<file path="config.mk">
export PLATFORM = sky130hd
export DESIGN_NAME = sysctl_regfile
export DESIGN_NICKNAME = d
export VERILOG_FILES = /design/src/rtl/sysctl_pkg.sv /design/src/rtl/sysctl_decode.sv /design/src/rtl/sysctl_state.sv /design/src/rtl/sysctl_rdmux.sv /design/src/rtl/sysctl_regfile.sv
export SDC_FILE = /design/constraint.sdc
export NUM_CORES = 1
export LEC_CHECK = 0
export BUFFER_PORTS_ARGS = -buffer_cell sky130_fd_sc_hd__buf_4
export CAP_MARGIN = 20
export CELL_PAD_IN_SITES_DETAIL_PLACEMENT = 2
export CELL_PAD_IN_SITES_GLOBAL_PLACEMENT = 2
export CORE_ASPECT_RATIO = 1.25
export CORE_MARGIN = 3
export CORE_UTILIZATION = 31
export DETAILED_ROUTE_END_ITERATION = 7
export PLACE_DENSITY_LB_ADDON = 0.1
export REMOVE_ABC_BUFFERS = 1
export SLEW_MARGIN = 20
export SYNTH_ARGS = -nofsm -noshare
export SYNTH_HDL_FRONTEND = slang
export SYNTH_SLANG_ARGS = --single-unit
</file>
<file path="constraint.sdc">
create_clock -name clk -period 1.1 [get_ports clk]
set_input_delay 0.055 -clock clk [delete_from_list [all_inputs] [get_ports clk]]
set_output_delay 0.055 -clock clk [all_outputs]
set_load 0.01 [all_outputs]
</file>
<file path="src/rtl/sysctl_pkg.sv">
package sysctl_pkg;

  localparam logic [15:0] PA_SPECIAL = 16'h0092;
  localparam logic [15:0] PA_CPUCFG  = 16'h0800;
  localparam logic [15:0] PA_FEAT    = 16'h0802;
  localparam logic [15:0] PA_STAT    = 16'h0803;
  localparam logic [15:0] PA_DISK    = 16'h0808;
  localparam logic [15:0] PA_EQUIP   = 16'h080C;
  localparam logic [15:0] PA_XFEAT   = 16'h0810;
  localparam logic [15:0] PA_LOCK2   = 16'h0812;
  localparam logic [15:0] PA_L2INV   = 16'h0814;
  localparam logic [15:0] PA_KEY     = 16'h0818;
  localparam logic [15:0] PA_CACHE   = 16'h081C;
  localparam logic [15:0] PA_L2STAT  = 16'h0823;
  localparam logic [15:0] PA_MAP     = 16'h0850;
  localparam logic [15:0] PA_SCR     = 16'h0398;

  localparam logic [7:0] K_CPUCFG = 8'hEF;
  localparam logic [7:0] K_FEAT   = 8'hAD;
  localparam logic [7:0] K_STAT   = 8'hE0;
  localparam logic [7:0] K_EQUIP  = 8'h3C;
  localparam logic [7:0] K_XFEAT  = 8'h39;
  localparam logic [7:0] K_L2STAT = 8'h03;
  localparam logic [7:0] K_NONE   = 8'hFF;

  typedef enum logic [3:0] {
    SEL_NONE, SEL_SPECIAL, SEL_CPUCFG, SEL_FEAT, SEL_STAT, SEL_DISK,
    SEL_EQUIP, SEL_XFEAT, SEL_LOCK2, SEL_L2INV, SEL_KEY, SEL_CACHE,
    SEL_L2STAT, SEL_MAP, SEL_SCR
  } port_sel_e;

endpackage

</file>
<file path="src/rtl/sysctl_decode.sv">
module sysctl_decode
  import sysctl_pkg::*;
#(
  parameter int ADDR_W = 16,
  parameter int NSCR   = 2,
  parameter int SCR_IW = 1
) (
  input  logic [ADDR_W-1:0] addr,
  output port_sel_e         sel,
  output logic [SCR_IW-1:0] scr_idx,
  output logic              wr_known
);

  logic [ADDR_W-1:0] scr_off;

  assign scr_off = addr - ADDR_W'(PA_SCR);

  always_comb begin
    sel     = SEL_NONE;
    scr_idx = '0;
    case (addr)
      ADDR_W'(PA_SPECIAL): sel = SEL_SPECIAL;
      ADDR_W'(PA_CPUCFG):  sel = SEL_CPUCFG;
      ADDR_W'(PA_FEAT):    sel = SEL_FEAT;
      ADDR_W'(PA_STAT):    sel = SEL_STAT;
      ADDR_W'(PA_DISK):    sel = SEL_DISK;
      ADDR_W'(PA_EQUIP):   sel = SEL_EQUIP;
      ADDR_W'(PA_XFEAT):   sel = SEL_XFEAT;
      ADDR_W'(PA_LOCK2):   sel = SEL_LOCK2;
      ADDR_W'(PA_L2INV):   sel = SEL_L2INV;
      ADDR_W'(PA_KEY):     sel = SEL_KEY;
      ADDR_W'(PA_CACHE):   sel = SEL_CACHE;
      ADDR_W'(PA_L2STAT):  sel = SEL_L2STAT;
      ADDR_W'(PA_MAP):     sel = SEL_MAP;
      default: begin
        if (scr_off < ADDR_W'(NSCR)) begin
          sel     = SEL_SCR;
          scr_idx = SCR_IW'(scr_off);
        end
      end
    endcase
  end

  // Ports that accept a write; read-only equipment ports are excluded
  always_comb begin
    case (sel)
      SEL_SPECIAL, SEL_CPUCFG, SEL_FEAT, SEL_STAT, SEL_DISK, SEL_XFEAT,
      SEL_LOCK2, SEL_L2INV, SEL_CACHE, SEL_MAP, SEL_SCR: wr_known = 1'b1;
      default:                                           wr_known = 1'b0;
    endcase
  end

endmodule

</file>
<file path="src/rtl/sysctl_state.sv">
module sysctl_state
  import sysctl_pkg::*;
#(
  parameter int DATA_W = 8,
  parameter int CTL_W  = 4,
  parameter int NSCR   = 2,
  parameter int SCR_IW = 1
) (
  input  logic                        clk,
  input  logic                        rst_n,
  input  logic                        wr,
  input  port_sel_e                   sel,
  input  logic [SCR_IW-1:0]           scr_idx,
  input  logic                        wr_known,
  input  logic [DATA_W-1:0]           wdata,
  output logic                        reset_req_q,
  output logic                        endian_q,
  output logic                        disk_q,
  output logic [CTL_W-1:0]            cache_q,
  output logic                        map_q,
  output logic [NSCR-1:0][DATA_W-1:0] scr_q,
  output logic                        err_q,
  output logic                        lock_a_q,
  output logic                        lock_b_q
);

  logic en_special, en_disk, en_cache, en_map, en_err;
  logic lock_a_d, lock_b_d;

  always_comb begin
    en_special = wr && (sel == SEL_SPECIAL);
    en_disk    = wr && (sel == SEL_DISK);
    en_cache   = wr && (sel == SEL_CACHE);
    en_map     = wr && (sel == SEL_MAP);
    en_err     = wr && !wr_known;
    lock_a_d   = wr && (sel == SEL_XFEAT);
    lock_b_d   = wr && (sel == SEL_LOCK2);
  end

  always_ff @(posedge clk or negedge rst_n) begin
    if (!rst_n) begin
      reset_req_q <= 1'b0;
      endian_q    <= 1'b0;
    end else if (en_special) begin
      reset_req_q <= wdata[0];
      endian_q    <= wdata[1];
    end
  end

  always_ff @(posedge clk or negedge rst_n) begin
    if (!rst_n)       disk_q <= 1'b0;
    else if (en_disk) disk_q <= wdata[0];
  end

  always_ff @(posedge clk or negedge rst_n) begin
    if (!rst_n)        cache_q <= '0;
    else if (en_cache) cache_q <= wdata[CTL_W-1:0];
  end

  always_ff @(posedge clk or negedge rst_n) begin
    if (!rst_n)      map_q <= 1'b0;
    else if (en_map) map_q <= wdata[0];
  end

  always_ff @(posedge clk or negedge rst_n) begin
    if (!rst_n)      err_q <= 1'b0;
    else if (en_err) err_q <= 1'b1;
  end

  always_ff @(posedge clk or negedge rst_n) begin
    if (!rst_n) begin
      lock_a_q <= 1'b0;
      lock_b_q <= 1'b0;
    end else begin
      lock_a_q <= lock_a_d;
      lock_b_q <= lock_b_d;
    end
  end

  for (genvar i = 0; i < NSCR; i++) begin : g_scr
    logic en_scr;
    assign en_scr = wr && (sel == SEL_SCR) && (scr_idx == SCR_IW'(i));
    always_ff @(posedge clk or negedge rst_n) begin
      if (!rst_n)      scr_q[i] <= '0;
      else if (en_scr) scr_q[i] <= wdata;
    end
  end

endmodule

</file>
<file path="src/rtl/sysctl_rdmux.sv">
module sysctl_rdmux
  import sysctl_pkg::*;
#(
  parameter int DATA_W = 8,
  parameter int CTL_W  = 4,
  parameter int NSCR   = 2,
  parameter int SCR_IW = 1
) (
  input  logic                        clk,
  input  logic                        rst_n,
  input  logic                        rd,
  input  port_sel_e                   sel,
  input  logic [SCR_IW-1:0]           scr_idx,
  input  logic [CTL_W-1:0]            cache_q,
  input  logic                        map_q,
  input  logic [NSCR-1:0][DATA_W-1:0] scr_q,
  output logic [DATA_W-1:0]           rdata_q
);

  logic [DATA_W-1:0] rd_val;

  always_comb begin
    case (sel)
      SEL_SPECIAL: rd_val = '0;
      SEL_CPUCFG:  rd_val = DATA_W'(K_CPUCFG);
      SEL_FEAT:    rd_val = DATA_W'(K_FEAT);
      SEL_STAT:    rd_val = DATA_W'(K_STAT);
      SEL_EQUIP:   rd_val = DATA_W'(K_EQUIP);
      SEL_XFEAT:   rd_val = DATA_W'(K_XFEAT);
      SEL_KEY:     rd_val = '0;
      SEL_CACHE:   rd_val = DATA_W'(cache_q);
      SEL_L2STAT:  rd_val = DATA_W'(K_L2STAT);
      SEL_MAP:     rd_val = DATA_W'(map_q);
      SEL_SCR:     rd_val = scr_q[scr_idx];
      default:     rd_val = DATA_W'(K_NONE);
    endcase
  end

  always_ff @(posedge clk or negedge rst_n) begin
    if (!rst_n)  rdata_q <= '0;
    else if (rd) rdata_q <= rd_val;
  end

endmodule

</file>
<file path="src/rtl/sysctl_regfile.sv">
module sysctl_regfile
  import sysctl_pkg::*;
#(
  parameter int ADDR_W = 16,
  parameter int DATA_W = 8,
  parameter int CTL_W  = 4,
  parameter int NSCR   = 2
) (
  input  logic              clk,
  input  logic              rst_n,
  input  logic [ADDR_W-1:0] io_addr,
  input  logic [DATA_W-1:0] io_wdata,
  input  logic              io_wr,
  input  logic              io_rd,
  output logic [DATA_W-1:0] io_rdata,
  output logic              reset_req,
  output logic              little_endian,
  output logic              disk_led,
  output logic [CTL_W-1:0]  cache_ctl,
  output logic              noncontig_map,
  output logic              lock_toggle_a,
  output logic              lock_toggle_b,
  output logic              wr_err
);

  localparam int SCR_IW = (NSCR > 1) ? $clog2(NSCR) : 1;

  port_sel_e                   sel;
  logic [SCR_IW-1:0]           scr_idx;
  logic                        wr_known;
  logic [NSCR-1:0][DATA_W-1:0] scr_q;

  sysctl_decode #(.ADDR_W(ADDR_W), .NSCR(NSCR), .SCR_IW(SCR_IW)) u_dec (
    .addr     (io_addr),
    .sel      (sel),
    .scr_idx  (scr_idx),
    .wr_known (wr_known)
  );

  sysctl_state #(.DATA_W(DATA_W), .CTL_W(CTL_W), .NSCR(NSCR), .SCR_IW(SCR_IW)) u_st (
    .clk         (clk),
    .rst_n       (rst_n),
    .wr          (io_wr),
    .sel         (sel),
    .scr_idx     (scr_idx),
    .wr_known    (wr_known),
    .wdata       (io_wdata),
    .reset_req_q (reset_req),
    .endian_q    (little_endian),
    .disk_q      (disk_led),
    .cache_q     (cache_ctl),
    .map_q       (noncontig_map),
    .scr_q       (scr_q),
    .err_q       (wr_err),
    .lock_a_q    (lock_toggle_a),
    .lock_b_q    (lock_toggle_b)
  );

  sysctl_rdmux #(.DATA_W(DATA_W), .CTL_W(CTL_W), .NSCR(NSCR), .SCR_IW(SCR_IW)) u_rd (
    .clk     (clk),
    .rst_n   (rst_n),
    .rd      (io_rd),
    .sel     (sel),
    .scr_idx (scr_idx),
    .cache_q (cache_ctl),
    .map_q   (noncontig_map),
    .scr_q   (scr_q),
    .rdata_q (io_rdata)
  );

endmodule

</file>
==> metrics.txt <==
top cells by instance count after synthesis=35 x sky130_fd_sc_hd__dfrtp_1, 16 x sky130_fd_sc_hd__mux2_1, 13 x sky130_fd_sc_hd__nand2_1, 10 x sky130_fd_sc_hd__nor2_1, 9 x sky130_fd_sc_hd__mux2_2; largest net degree at the start of global routing=36; cell area power density=723 nW/µm²; data arrival time of the critical path=2800 ps; number of top-level design ports=47; IR drop worst, VDD=0.857 mV; Util after Layout=52.4%; vias in the first global route=2604; total CTS buffers=5; number of remaining DRC errors=0; proportion of power drawn by combinational gates=15.4%; number of rows created at floorplan=34; Area Overhead vs Synth=60.5%; clock latency on the worst-skew pair=280 ps; post-DR vias/cell=5.37; ANT cells=0; post-synthesis instance area=2320 µm²; sum of overflow across all layers after global routing=0; CTS H-Tree Depth=2; gate count of the mapped netlist=219; count of distinct cell types in the synthesized netlist=63; time the final worst path needs with I/O delays and setup=2630 ps; relative slew slack=59.5%; Startpoint Class=primary input; sink count of the clock tree=35; leakage power of the design=1.71 nW; post-DR wirelength/cell=20.8 µm; Detailed Route Iter0 Violations=35; PnR worst setup slack=-1530 ps; launch point of the worst path=io_addr[3]; min-delay src=io_wdata[4]; switching power as a share of total power=25.6%; mean area per synthesized cell=10.6 µm²; share of cells above drive strength 1=56.8%; Antenna Nets Post-Route=0; violations in the final reports=negative setup slack; type of the worst setup path=primary input to flop; vias=2289; post-synthesis sequential element count=35; most instantiated library cell after synthesis=sky130_fd_sc_hd__dfrtp_1; number of synthesized flops with an enable pin=0; area share of the leading cell type in the synthesized netlist=37.8%; TritonRoute pass-1 iters=4; FMAX=380 MHz; total count of max-transition violations in the final report=0; Overall Global Routing Usage=21.7%; number of failing hold endpoints at the final stage=0; internal power of the cells=2.00 mW; portion of total power attributed to the clock network=36.8%; horizontal extent of the die=83.4 µm; net count reported at finish=369; CP required=1270 ps; count of maximum capacitance violations=0; CTS tree=built; unrepaired setup endpoints after global routing=yes; Seq pwr share=47.8%; portion of the clock cycle consumed by the worst path in the final layout=239%; element type at the critical path end=flop; register area share after synthesis=37.8%; Worst-path clk slew=70 ps; pin slew with the least headroom to its limit=600 ps; worst-case hold slack=12.8 ps; Synth Flop Type=sky130_fd_sc_hd__dfrtp_1; Root Driver=sky130_fd_sc_hd__clkbuf_8; count of buffers from port buffering=46; maximum buffer depth of the clock tree=2; class of the worst hold path=primary input to flop; HPWL after detailed placement=6300 µm; setup violation total in the final timing report=35; critical path peak fanout=8; first-pass GRT wire length=14600 µm; routed wire length=8860 µm; most area-consuming cells after synthesis=sky130_fd_sc_hd__dfrtp_1 38%, sky130_fd_sc_hd__mux2_1 7.8%, sky130_fd_sc_hd__mux2_2 4.4%, sky130_fd_sc_hd__mux2i_1 3.5%, sky130_fd_sc_hd__ha_1 3.2%; Vert. Die Dim=103 µm; R2R Path Start=u_st.scr_q[0]; Switch Pwr=0.688 mW; final weighted congestion in routability-driven placement=0.803; Core Region=7100 µm²; result of the run=finished with violations; Die Area=8560 µm²; starting density of the core=32.7%; share of async-settable or async-resettable flops after synthesis=100%; Worst Skew=4.26 ps; antenna violations before repair=0; yosys synthesis warning count=0; area leader, netlist=sky130_fd_sc_hd__dfrtp_1
[state kept, by name, summed over array words and instances (netlist names)]
| signal | cells |
|---|---|
| u_st.disk_q | 1 |
| u_st.cache_q | 4 |
| u_st.err_q | 1 |
| u_st.map_q | 1 |
| u_st.scr_q | 16 |
| u_rd.rdata_q | 8 |
| u_st.lock_a_q | 1 |
| u_st.reset_req_q | 1 |
| u_st.lock_b_q | 1 |
| u_st.endian_q | 1 |
[power groups by stage]
| stage | Clock [mW] | Combinational (mW) | Sequential (mW) |
|---|---|---|---|
| 2_1_floorplan | 0 | 0.101 | 1.31 |
| 3_3_place_gp | 0 | 0.368 | 1.31 |
| 3_5_place_dp | 0 | 0.376 | 1.31 |
| 4_1_cts | 1.03 | 0.410 | 1.29 |
| 5_1_grt | 1.08 | 0.454 | 1.29 |
| 6_report | 0.989 | 0.414 | 1.29 |
[routing by layer]
metal / wire (µm) / GRT usage, % / vias up
met5: 0 / 0 / -
met1: 3420 / 25.2 / 1169
met2: 5090 / 42.7 / 49
met3: 216 / 2.24 / 11
met4: 133 / 5.16 / 0
li1: - / - / 1060
[worst paths after layout]
| check | end | slack (ps) | depth (start not counted) |
|---|---|---|---|
| max in group asynchronous | u_st.scr_q[7] | 510 | 2 |
| min reg2reg | u_st.err_q | 470 | 1 |
| min | u_st.scr_q[4] | 10 | 2 |
| max | u_rd.rdata_q[6] | -1530 | 14 |
| max reg2reg | u_rd.rdata_q[0] | -50 | 4 |
| min in group asynchronous | u_st.reset_req_q | 260 | 2 |
[per-stage QoR]
stage	setup WS, ps	std cells	setup TNS, ps	power, mW	area (µm²)
final	-1530	426	-48480	2.69	3720
after global routing	-1630	426	-52040	2.82	3720
after CTS	-1490	425	-46630	2.73	3680
after detailed placement	-1970	407	-63130	1.69	3230
after global placement	-1900	407	-60320	1.68	3230
after floorplan	-1890	208	-56790	1.41	2260
[cell families (layout without fill, tap and decap cells)]
family,count (synthesis),count (layout),share of synthesized area (%)
and+or+nand+nor,71,71,19.0
AOI/OAI and AO/OA,52,52,18.3
DFF,35,35,37.8
muxes,33,33,15.6
buffers and inverters,18,135,3.78
adders and majority gates,6,6,3.24
xor gates and xnor gates,4,4,2.32
[critical path: stages]
cell and delay (ps):
sky130_fd_sc_hd__buf_8 100, sky130_fd_sc_hd__ha_4 220, sky130_fd_sc_hd__or4_4 420, sky130_fd_sc_hd__a2111oi_4 210, sky130_fd_sc_hd__and3_4 260, sky130_fd_sc_hd__o211ai_4 90
sky130_fd_sc_hd__inv_2 60, sky130_fd_sc_hd__a211o_1 160, sky130_fd_sc_hd__buf_6 130, sky130_fd_sc_hd__ha_4 140, sky130_fd_sc_hd__nor3_2 50, sky130_fd_sc_hd__and3_4 170
sky130_fd_sc_hd__a311o_4 360, sky130_fd_sc_hd__o32a_1 360
[cells in the final DEF, fill, tap and decap left out, drive strengths merged, types with 2 or more instances in the layout]
cell           n
o22a           2
xnor2          3
a2111oi        2
dfrtp         35
and2           4
a31oi          2
clkbuf         7
nand3          8
or4            2
mux2i          8
dlygate4sd3    2
ha             6
buf          118
nand3b         2
mux2          25
o32a           6
nor4b          3
nor3b          2
a21oi          7
o22ai          3
o2111ai        4
o21a           2
and3           7
nor3           8
nand2b         3
nor2          10
nand2         13
o21ai         10
inv            7
o211ai         2
[cell type report]
type,count,area [µm²]
clock inverter,1,8.76
inverter,7,28.8
clock buffer,7,86.3
fill,729,3380
tap,90,113
sequential,35,876
timing repair buffer,120,985
multi-input combinational,166,1630
[what timing repair did]
item	CTS	global route
pin swaps	13	7
resized for setup	62	10
buffers inserted	10	1
hold buffers	2	0
endpoints found under the hold margin	36	0
endpoints found under the setup margin	35	35
(Power assumes the default switching activity.)
